`config.mk`:
```
export PLATFORM = sky130hd
export DESIGN_NAME = irq_accept_unit
export DESIGN_NICKNAME = d
export VERILOG_FILES = /design/src/rtl/irq_acc_pkg.sv /design/src/rtl/irq_pick.sv /design/src/rtl/frame_lifo.sv /design/src/rtl/irq_accept_unit.sv
export SDC_FILE = /design/constraint.sdc
export NUM_CORES = 1
export LEC_CHECK = 0
export BUFFER_PORTS_ARGS = -buffer_cell sky130_fd_sc_hd__buf_2
export CAP_MARGIN = 25
export CORE_AREA = 2 2 175 108
export DETAILED_ROUTE_END_ITERATION = 16
export DIE_AREA = 0 0 177 110
export PLACE_DENSITY = 0.72
export SYNTH_ARGS = -nofsm -noshare
export SYNTH_HDL_FRONTEND = slang
export SYNTH_SLANG_ARGS = --single-unit
```
`constraint.sdc`:
```
create_clock -name clk -period 72.4 [get_ports clk]
set_input_delay 21.72 -clock clk [delete_from_list [all_inputs] [get_ports clk]]
set_output_delay 21.72 -clock clk [all_outputs]
set_load 0.01 [all_outputs]
```
`src/rtl/irq_acc_pkg.sv`:
```
package irq_acc_pkg;
    localparam int VEC_W = 6;
    localparam logic [VEC_W-1:0] VEC_UND = 6'd60;
    localparam logic [VEC_W-1:0] VEC_OVF = 6'd61;
    localparam logic [VEC_W-1:0] VEC_BRK = 6'd62;

    // One saved frame: whether the entry was a low (shared) vector, and
    // the stack flag value at entry time.
    typedef struct packed {
        logic low;
        logic saved;
    } frame_t;

    typedef struct packed {
        logic             ie;
        logic             stk;
        logic             acc;
        logic [VEC_W-1:0] vec;
    } core_st_t;
endpackage

```
`src/rtl/irq_pick.sv`:
```
module irq_pick #(
    parameter int NUM_SRC = 32,
    parameter int LVL_W   = 3,
    localparam int IW     = $clog2(NUM_SRC)
) (
    input  logic [NUM_SRC-1:0]       req,
    input  logic [NUM_SRC*LVL_W-1:0] lvl,
    input  logic [LVL_W-1:0]         cpu_lvl,
    input  logic                     en,
    output logic                     valid,
    output logic [IW-1:0]            idx
);
    logic [LVL_W-1:0] best;

    // Scan from the top index down; ">=" lets a lower index replace an
    // equal-level winner, so ties settle on the lowest index.
    always_comb begin
        valid = 1'b0;
        idx   = '0;
        best  = '0;
        for (int i = NUM_SRC - 1; i >= 0; i--) begin
            if (en && req[i] && (lvl[i*LVL_W +: LVL_W] > cpu_lvl) &&
                (!valid || lvl[i*LVL_W +: LVL_W] >= best)) begin
                valid = 1'b1;
                best  = lvl[i*LVL_W +: LVL_W];
                idx   = IW'(i);
            end
        end
    end
endmodule

```
`src/rtl/frame_lifo.sv`:
```
module frame_lifo
    import irq_acc_pkg::*;
#(
    parameter int DEPTH = 8,
    localparam int AW   = $clog2(DEPTH),
    localparam int CW   = $clog2(DEPTH + 1)
) (
    input  logic   clk,
    input  logic   rst_n,
    input  logic   push,
    input  logic   pop,
    input  frame_t din,
    output frame_t top,
    output logic   empty,
    output logic   ovf_err
);
    frame_t          mem_d [DEPTH];
    frame_t          mem_q [DEPTH];
    logic [CW-1:0]   cnt_d, cnt_q;
    logic            err_d, err_q;
    logic [CW-1:0]   top_ptr;

    assign empty   = (cnt_q == '0);
    assign top_ptr = cnt_q - CW'(1);
    assign top     = mem_q[top_ptr[AW-1:0]];
    assign ovf_err = err_q;

    always_comb begin
        mem_d = mem_q;
        cnt_d = cnt_q;
        err_d = err_q;
        if (pop && !empty) begin
            cnt_d = cnt_q - CW'(1);
        end
        if (push) begin
            if (cnt_d == CW'(DEPTH)) begin
                err_d = 1'b1;
            end else begin
                mem_d[cnt_d[AW-1:0]] = din;
                cnt_d = cnt_d + CW'(1);
            end
        end
    end

    always_ff @(posedge clk) begin
        if (!rst_n) begin
            cnt_q <= '0;
            err_q <= 1'b0;
            for (int i = 0; i < DEPTH; i++) begin
                mem_q[i] <= '0;
            end
        end else begin
            cnt_q <= cnt_d;
            err_q <= err_d;
            mem_q <= mem_d;
        end
    end
endmodule

```
`src/rtl/irq_accept_unit.sv`:
```
module irq_accept_unit
    import irq_acc_pkg::*;
#(
    parameter int NUM_SRC   = 32,
    parameter int LVL_W     = 3,
    parameter int NEST_DEPTH = 8,
    localparam int IW       = $clog2(NUM_SRC)
) (
    input  logic                     clk,
    input  logic                     rst_n,
    input  logic [NUM_SRC-1:0]       irq_req,
    input  logic [NUM_SRC*LVL_W-1:0] irq_lvl,
    input  logic [LVL_W-1:0]         cpu_lvl,
    input  logic                     ie_we,
    input  logic                     ie_wdata,
    input  logic                     trap_und,
    input  logic                     trap_ovchk,
    input  logic                     ovf_flag,
    input  logic                     trap_brk,
    input  logic                     swi_stb,
    input  logic [VEC_W-1:0]         swi_num,
    input  logic                     ret_stb,
    output logic                     acc_pulse,
    output logic [VEC_W-1:0]         acc_vec,
    output logic                     stk_sel,
    output logic                     ie_flag,
    output logic                     nest_err
);
    core_st_t         st_d, st_q;
    logic             per_valid;
    logic [IW-1:0]    per_idx;
    logic             sw_hit;
    logic [VEC_W-1:0] sw_vec;
    logic             take;
    logic [VEC_W-1:0] take_vec;
    logic             take_low;
    logic             do_pop;
    frame_t           push_frame, top_frame;
    logic             lifo_empty;

    irq_pick #(.NUM_SRC(NUM_SRC), .LVL_W(LVL_W)) u_pick (
        .req     (irq_req),
        .lvl     (irq_lvl),
        .cpu_lvl (cpu_lvl),
        .en      (st_q.ie),
        .valid   (per_valid),
        .idx     (per_idx)
    );

    frame_lifo #(.DEPTH(NEST_DEPTH)) u_lifo (
        .clk     (clk),
        .rst_n   (rst_n),
        .push    (take),
        .pop     (do_pop),
        .din     (push_frame),
        .top     (top_frame),
        .empty   (lifo_empty),
        .ovf_err (nest_err)
    );

    // Software strobes in fixed order; none of them is masked.
    always_comb begin
        sw_hit = 1'b1;
        if (trap_und)                    sw_vec = VEC_UND;
        else if (trap_ovchk && ovf_flag) sw_vec = VEC_OVF;
        else if (trap_brk)               sw_vec = VEC_BRK;
        else if (swi_stb)                sw_vec = swi_num;
        else begin
            sw_hit = 1'b0;
            sw_vec = '0;
        end
    end

    assign do_pop   = ret_stb;
    assign take     = !ret_stb && (sw_hit || per_valid);
    assign take_vec = sw_hit ? sw_vec : VEC_W'(per_idx);
    assign take_low = (take_vec < VEC_W'(32));
    assign push_frame = '{low: take_low, saved: st_q.stk};

    always_comb begin
        st_d     = st_q;
        st_d.acc = take;
        if (ie_we) begin
            st_d.ie = ie_wdata;
        end
        if (take) begin
            st_d.vec = take_vec;
            if (take_low) begin
                st_d.stk = 1'b0;
            end
        end else if (do_pop && !lifo_empty && top_frame.low) begin
            st_d.stk = top_frame.saved;
        end
    end

    always_ff @(posedge clk) begin
        if (!rst_n) begin
            st_q <= '{ie: 1'b0, stk: 1'b1, acc: 1'b0, vec: '0};
        end else begin
            st_q <= st_d;
        end
    end

    assign acc_pulse = st_q.acc;
    assign acc_vec   = st_q.vec;
    assign stk_sel   = st_q.stk;
    assign ie_flag   = st_q.ie;
endmodule

```
# ---- Word-level counts from Yosys, hierarchy flattened
# Cells that the tools add are included.
dict set report word_totals {
  mem_bits_ro 0
  wordCells 382
  reg_bits 30
  out_inout_bits 10
  input_bits 147
  latch_bits 0
  ramBits 0
  mem_count 0
}
dict set report classes {
  n_addsub 2
  shift 0
  n_reduce_logical 170
  n_mul 0
  bitwise_logic 3
  magnitude_cmp 67
  div_mod_pow 0
  n_eq_ne 2
  n_mux 116
}
# cell n
set ops {}
lappend ops {{$mux W5} 32}
lappend ops {{$logic_and A1 B1 Y1} 100}
lappend ops {{$gt A3 B3 Y1} 32}
lappend ops {{$ge A3 B3 Y1} 31}
lappend ops {{$mux W3} 31}
lappend ops {{$mux W1} 39}
lappend ops {{$logic_not A1 Y1} 33}
lappend ops {{$logic_or A1 B1 Y1} 32}
lappend ops {{$mux W6} 5}
lappend ops {{$bwmux W16} 1}
lappend ops {{$mux W4} 3}
lappend ops {{$ge A4 B4 Y1 const B} 2}
lappend ops {{$not A3 Y4} 2}
lappend ops {{$bmux W2 S3} 1}
lappend ops {{$demux W2 S3} 1}
lappend ops {{$lt A6 B6 Y1 const B} 1}
lappend ops {{$mux W2} 3}
lappend ops {{$reduce_and A2 Y1} 3}
lappend ops {{$add A4 B1 Y4 const B} 1}
lappend ops {{$eq A4 B4 Y1 const B} 1}
lappend ops {{$logic_not A4 Y1} 1}
lappend ops {{$lt A4 B1 Y1 const B} 1}
lappend ops {{$sub A4 B1 Y4 const B} 1}
lappend ops {{$ne A2 B1 Y1 const B} 1}
lappend ops {{2 further kinds} 2}

# ---- Depth between registers and ports, before layout
dict set report logic_depth {
  ltp_word 131
  depth_mapped 234
  ltp_nobuf 230
}

# ---- Cells and area by module
# A second synthesis with hierarchy kept.
dict set report unflattened {
  cells_unflattened 1216
  area_unflattened_um2 9251.4
}
# mod area_per_inst_um2 cells_each seq_area_each_um2 instances
set by_module_without_submodules {}
lappend by_module_without_submodules {irq_pick 7489.7 1025 0.0 1}
lappend by_module_without_submodules {frame_lifo 1263.7 140 420.4 1}
lappend by_module_without_submodules {irq_accept_unit 498.0 51 180.2 1}

# ---- Least setup slack after synthesis
# Ideal clock, no wire load.
dict set report synth_path {
  kind {input -> register}
  start {input cpu_lvl[1]}
  end {register st_q, in the netlist acc_vec[2]}
  t_required_ns 72.330
  arrival_time_ns 62.994
  n_path_buf 3
  setup_time_ns 0.070
  stages 224
  path_slack_ns 9.336
  path_cell_list {inv_1 > ha_1 > nor2b_1 > o311a_4 > and2_1 > ha_1 > nand2b_1 > a21o_1 > a21oi_1 > a21oi_1 > a22o_1 > ha_1 > nand2b_1 > a21o_1 > a21o_1 > o21ai_1 > mux2_2 > ha_1 > [188 not listed] > nor2_2 > mux2_2 > ha_1 > nand2b_1 > a21oi_1 > nor2b_1 > o31a_1 > nor4_1 > a21oi_1 > o31a_1 > ha_1 > nand2b_1 > a21o_1 > a211o_1 > a211o_1 > or2_2 > or4_1 > a21oi_1}
}
dict set report synth_via {
  elab_chain_cells 129
  elab_cells_between_ends 286
  cone_classes {63 x order compare; 96 x mux; 127 x reduce/logical}
}
# item line
set synth_rtl {}
lappend synth_rtl {{from (decl)} irq_accept_unit.sv:13} ;# input logic [LVL_W-1:0] cpu_lvl,
lappend synth_rtl {{$gt A3 B3 Y1} irq_pick.sv:22} ;# if (en && req[i] && (lvl[i*LVL_W +: LVL_W] > cpu_lvl) &&
lappend synth_rtl {{$logic_and A1 B1 Y1} irq_pick.sv:22}
lappend synth_rtl {{$mux W3 or $mux W1 (tied branches)} irq_pick.sv:22}
lappend synth_rtl {{$ge A3 B3 Y1 or $logic_not A1 Y1 (tied branches)} irq_pick.sv:23} ;# (!valid || lvl[i*LVL_W +: LVL_W] >= best)) begin
lappend synth_rtl {{$logic_or A1 B1 Y1} irq_pick.sv:23}
lappend synth_rtl {{$logic_and A1 B1 Y1} irq_pick.sv:22}
lappend synth_rtl {{$mux W3 or $mux W1 (tied branches)} irq_pick.sv:22}
lappend synth_rtl {{$ge A3 B3 Y1 or $logic_not A1 Y1 (tied branches)} irq_pick.sv:23}
lappend synth_rtl {{[113 not listed]} -}
lappend synth_rtl {{$logic_and A1 B1 Y1} irq_pick.sv:22}
lappend synth_rtl {{$mux W3 or $mux W1 (tied branches)} irq_pick.sv:22}
lappend synth_rtl {{$ge A3 B3 Y1 or $logic_not A1 Y1 (tied branches)} irq_pick.sv:23}
lappend synth_rtl {{$logic_or A1 B1 Y1} irq_pick.sv:23}
lappend synth_rtl {{$logic_and A1 B1 Y1} irq_pick.sv:22}
lappend synth_rtl {{$mux W1} irq_pick.sv:22}
lappend synth_rtl {{$logic_or A1 B1 Y1} irq_accept_unit.sv:75} ;# assign take = !ret_stb && (sw_hit || per_valid);
lappend synth_rtl {{$logic_and A1 B1 Y1} irq_accept_unit.sv:75}
lappend synth_rtl {{to (signal assigned)} irq_accept_unit.sv:98} ;# st_q <= '{ie: 1'b0, stk: 1'b1, acc: 1'b0, vec: '0};
lappend synth_rtl {{to (signal assigned)} irq_accept_unit.sv:100} ;# st_q <= st_d;
lappend synth_rtl {{to (decl)} irq_accept_unit.sv:29} ;# core_st_t st_d, st_q;
# Parallel ways exist; a longest one is shown, timed or not.
# A chain may end at the register's enable or synchronous reset.

# ---- Worst setup path after layout
# Ends and elaborated chain as after synthesis.

==> metrics.md <==
| Metric | Value |
|---|---|
| Fin Clk Skew | 0.00464 ns |
| Setup CP Type | in -> reg |
| Synth Area in Adders | 0.241 |
| Worst setup SP type | input pin |
| Worst-path fanout max | 9 |
| DRT iter0 DRCs | between 1000 and 1500 |
| CTS sink cnt | 30 |
| Compound-Gate Fraction of Synth Area | 0.359 |
| CORE AREA | between 15000 and 20000 um2 |
| Endpoint arrival time on the critical path | 69.05 ns |
| Synth Area in XOR/XNOR | 0.00398 |
| Worst path slowest cell | o32ai_1 |
| Simple-gate share of the synthesized area | 0.235 |
| GRT overflow | 0 |
| Post-synthesis mux area share | 0.0481 |
| Row Count | 38 |
| Synthesized net count | between 1000 and 1500 |
| I/O pin count | 157 |
| Combinational family with the most area after synthesis | compound AO/OA/AOI/OAI gates |
| Hold slack | 0.510 ns |
| Largest net degree at the start of global routing | 40 |
| RSZ-0062 raised after global routing | no |
| Cells after synthesis | between 1000 and 1500 |
| Die Span Y | 110 um |
| Share of cells above drive strength 1 | 0.175 |
| DR vias/cell | 6.20 |
| Largest cells by area after synthesis | ha_1, dfxtp_1, a21oi_1 |
| Status | finished clean |
| Final Max Tran Viols | 0 |
| Clk pin slew, worst setup/hold paths | 0.05 ns |
| First-pass GRT wire length | 43600 um |
| Die Wd | 177 um |
| Worst Setup End Kind | flip-flop |
| Ys async rst share | 0 |
| Port bufs | 156 |
| Post-synthesis register bit count | 30 |
| Via Count | around 9700 |
| Share of the synthesized area in the top cell type | 0.239 |
| Min cycle time layout | 68.85 ns |
| DR DRC count | 0 |
| Top_reg_cell synth | dfxtp_1 |
| Max IR drop VDD | approximately 0.015 mV |
| Vias in the first global route | between 8000 and 9000 |
| Final Core Density | 0.561 |
| Area delta synth->final | 13.7% |
| Nets | 1632 |
| Synth warn | 0 |
| Hpwl dp | roughly 22000 um |
| Critical Path Most Common Cell | ha_1 |
| Post-synth top area cell | ha_1 |
| Total GRT Usage | 0.276 |
| Pwr Density | 14.7 nW/um2 |
| DRT Pass-1 Iters | 5 |
| Required time worst endpoint | 72.60 ns |
| Setup violations, final | 0 |
| Critical Path Max Stage Delay | 0.64 ns |
| Unique cell type count in the Yosys netlist | 92 |
| Slew margin rel. | 0.349 |
| Clock Tree Buf Depth | 2 |
| Final GP Congestion | around 0.94 |
| WL/cell | between 15 and 20 um |
| Maximum clock rate | 14.5 MHz |
| Synth Area per Inst | roughly 7.5 um2 |
| Leak | between 0.004 and 0.005 uW |
| Clk root buf | clkbuf_16 |
| Register area share after synthesis | 0.0683 |
| Final ANT Viol Nets | 0 |
| Die area | approximately 19000 um2 |
| H-tree lvl count | 2 |
| Routed WL | 27700 um |
| Commonest cells after routing, fill and taps aside | ha_1, buf_2, nand2_1, inv_1, a21oi_1 |
| Placed Cells | around 1600 |
| TNS Setup | 0 ns |
| Initial antenna violation count | 1 |
| Final Hold Vio Count | 0 |
| EDFF count, synth | 0 |
| Non-filler cells, final | ~1600 |
| Most common cell after layout, fill and taps aside | ha_1 |
| Pin slew with the least headroom to its limit | 0.971 ns |
| Worst skew pair latency | about 0.27 ns |
| Max cap viols | 0 |
| Initial core utilization | 0.493 |
| Crit share post-route | 0.951 |
| Post-Synthesis Cell Area | 8800 um2 |
| Total CTS buffers | 5 |
| Type of the most critical hold path | reg -> reg |
| CTS tree | yes |
-- report_power, final --
| part | switching, uW | internal (uW) | total [uW] |
|---|---|---|---|
| Sequential | 2.60 | 19.0 | 21.6 |
| Combinational | 59.7 | 45.1 | 105 |
| Clock | 7.39 | 13.6 | 21.0 |
-- routing by layer --
| layer | track usage | routed length [um] | up-vias |
|---|---|---|---|
| met5 | 0 | 0 | - |
| met3 | 0.0271 | 2640 | 27 |
| li1 | - | - | 4810 |
| met1 | 0.448 | 14200 | 4383 |
| met4 | 0.0360 | 259 | 0 |
| met2 | 0.389 | 10600 | 448 |
-- repair_timing --
action	in CTS	in global routing
hold buffers	0	0
endpoints found under the setup margin	0	3
gates resized for setup	0	3
buffers inserted	0	0
-- final cells by class --
type	instances	area, um2
diodes	1	2.50
clock buffers	6	139
clock inverters	2	12.5
fillers	1706	7830
inverters	79	297
multi-input cells	1038	7820
flip-flops and latches	30	602
well taps	240	300
repair buffers	163	833
-- final timing paths --
path | endpoint | start | slack, ns | depth (start not counted)
hold reg to reg | u_lifo.ovf_err | u_lifo.ovf_err | 0.51 | 2
setup / recovery | acc_vec[2] | cpu_lvl[1] | 3.55 | 223
hold / removal | u_lifo.ovf_err | u_lifo.ovf_err | 0.51 | 2
setup reg to reg | acc_vec[2] | ie_flag | 25.40 | 220
-- registers in the layout, summed over array words and instances (netlist names) --
signal          count
u_lifo.cnt_q        4
ie_flag             1
u_lifo.ovf_err      1
u_lifo.mem_q       16
acc_vec             6
acc_pulse           1
stk_sel             1
-- stage by stage --
stage | setup slack [ns] | power (uW) | cell area (um2)
after floorplan | 9.34 | 97.1 | 8800
after global placement | 4.65 | 121 | 9840
after detailed placement | 3.97 | 124 | 9840
after CTS | 4.02 | 146 | 9990
after global routing | 0.0513 | 161 | 10000
final | 3.55 | 147 | 10000
-- cells by family after synthesis --
kind of cell,Yosys count
simple gates,401
compound gates,427
flops,30
mux,36
xor+xnor,4
fa+ha+maj,170
buf+inv,100
-- worst max-delay path, delay by kind of cell --
kind,cells,cell delay (ns)
compound gates,107,23.67
simple gates,67,10.76
fa+ha+maj,34,9.06
mux,8,3.13
buf+inv,7,0.68
-- synthesized netlist by cell type, types with 5 or more instances --
| library cell | number |
|---|---|
| ha_1 | 168 |
| nand2_1 | 92 |
| inv_1 | 79 |
| a21oi_1 | 70 |
| o21ai_0 | 67 |
| nand3_1 | 60 |
| nor2_1 | 55 |
| nor2b_1 | 48 |
| nand2b_1 | 45 |
| o21a_1 | 40 |
| dfxtp_1 | 30 |
| a21o_1 | 29 |
| o211ai_1 | 25 |
| nor3_1 | 24 |
| and2_1 | 22 |
| mux2i_1 | 22 |
| clkbuf_1 | 18 |
| o2111ai_1 | 17 |
| a211oi_1 | 15 |
| and3_1 | 14 |
| a31oi_1 | 13 |
| o31ai_1 | 13 |
| a311oi_1 | 11 |
| mux2_2 | 10 |
| o31a_1 | 10 |
| a31o_2 | 9 |
| o21ai_1 | 8 |
| o21bai_1 | 7 |
| or3_1 | 7 |
| a211o_1 | 6 |
| a21boi_0 | 6 |
| nor4_1 | 6 |
| a22oi_1 | 5 |
| nand4_1 | 5 |
| o211a_1 | 5 |
Note: power is estimated with default switching activity, not from simulation.
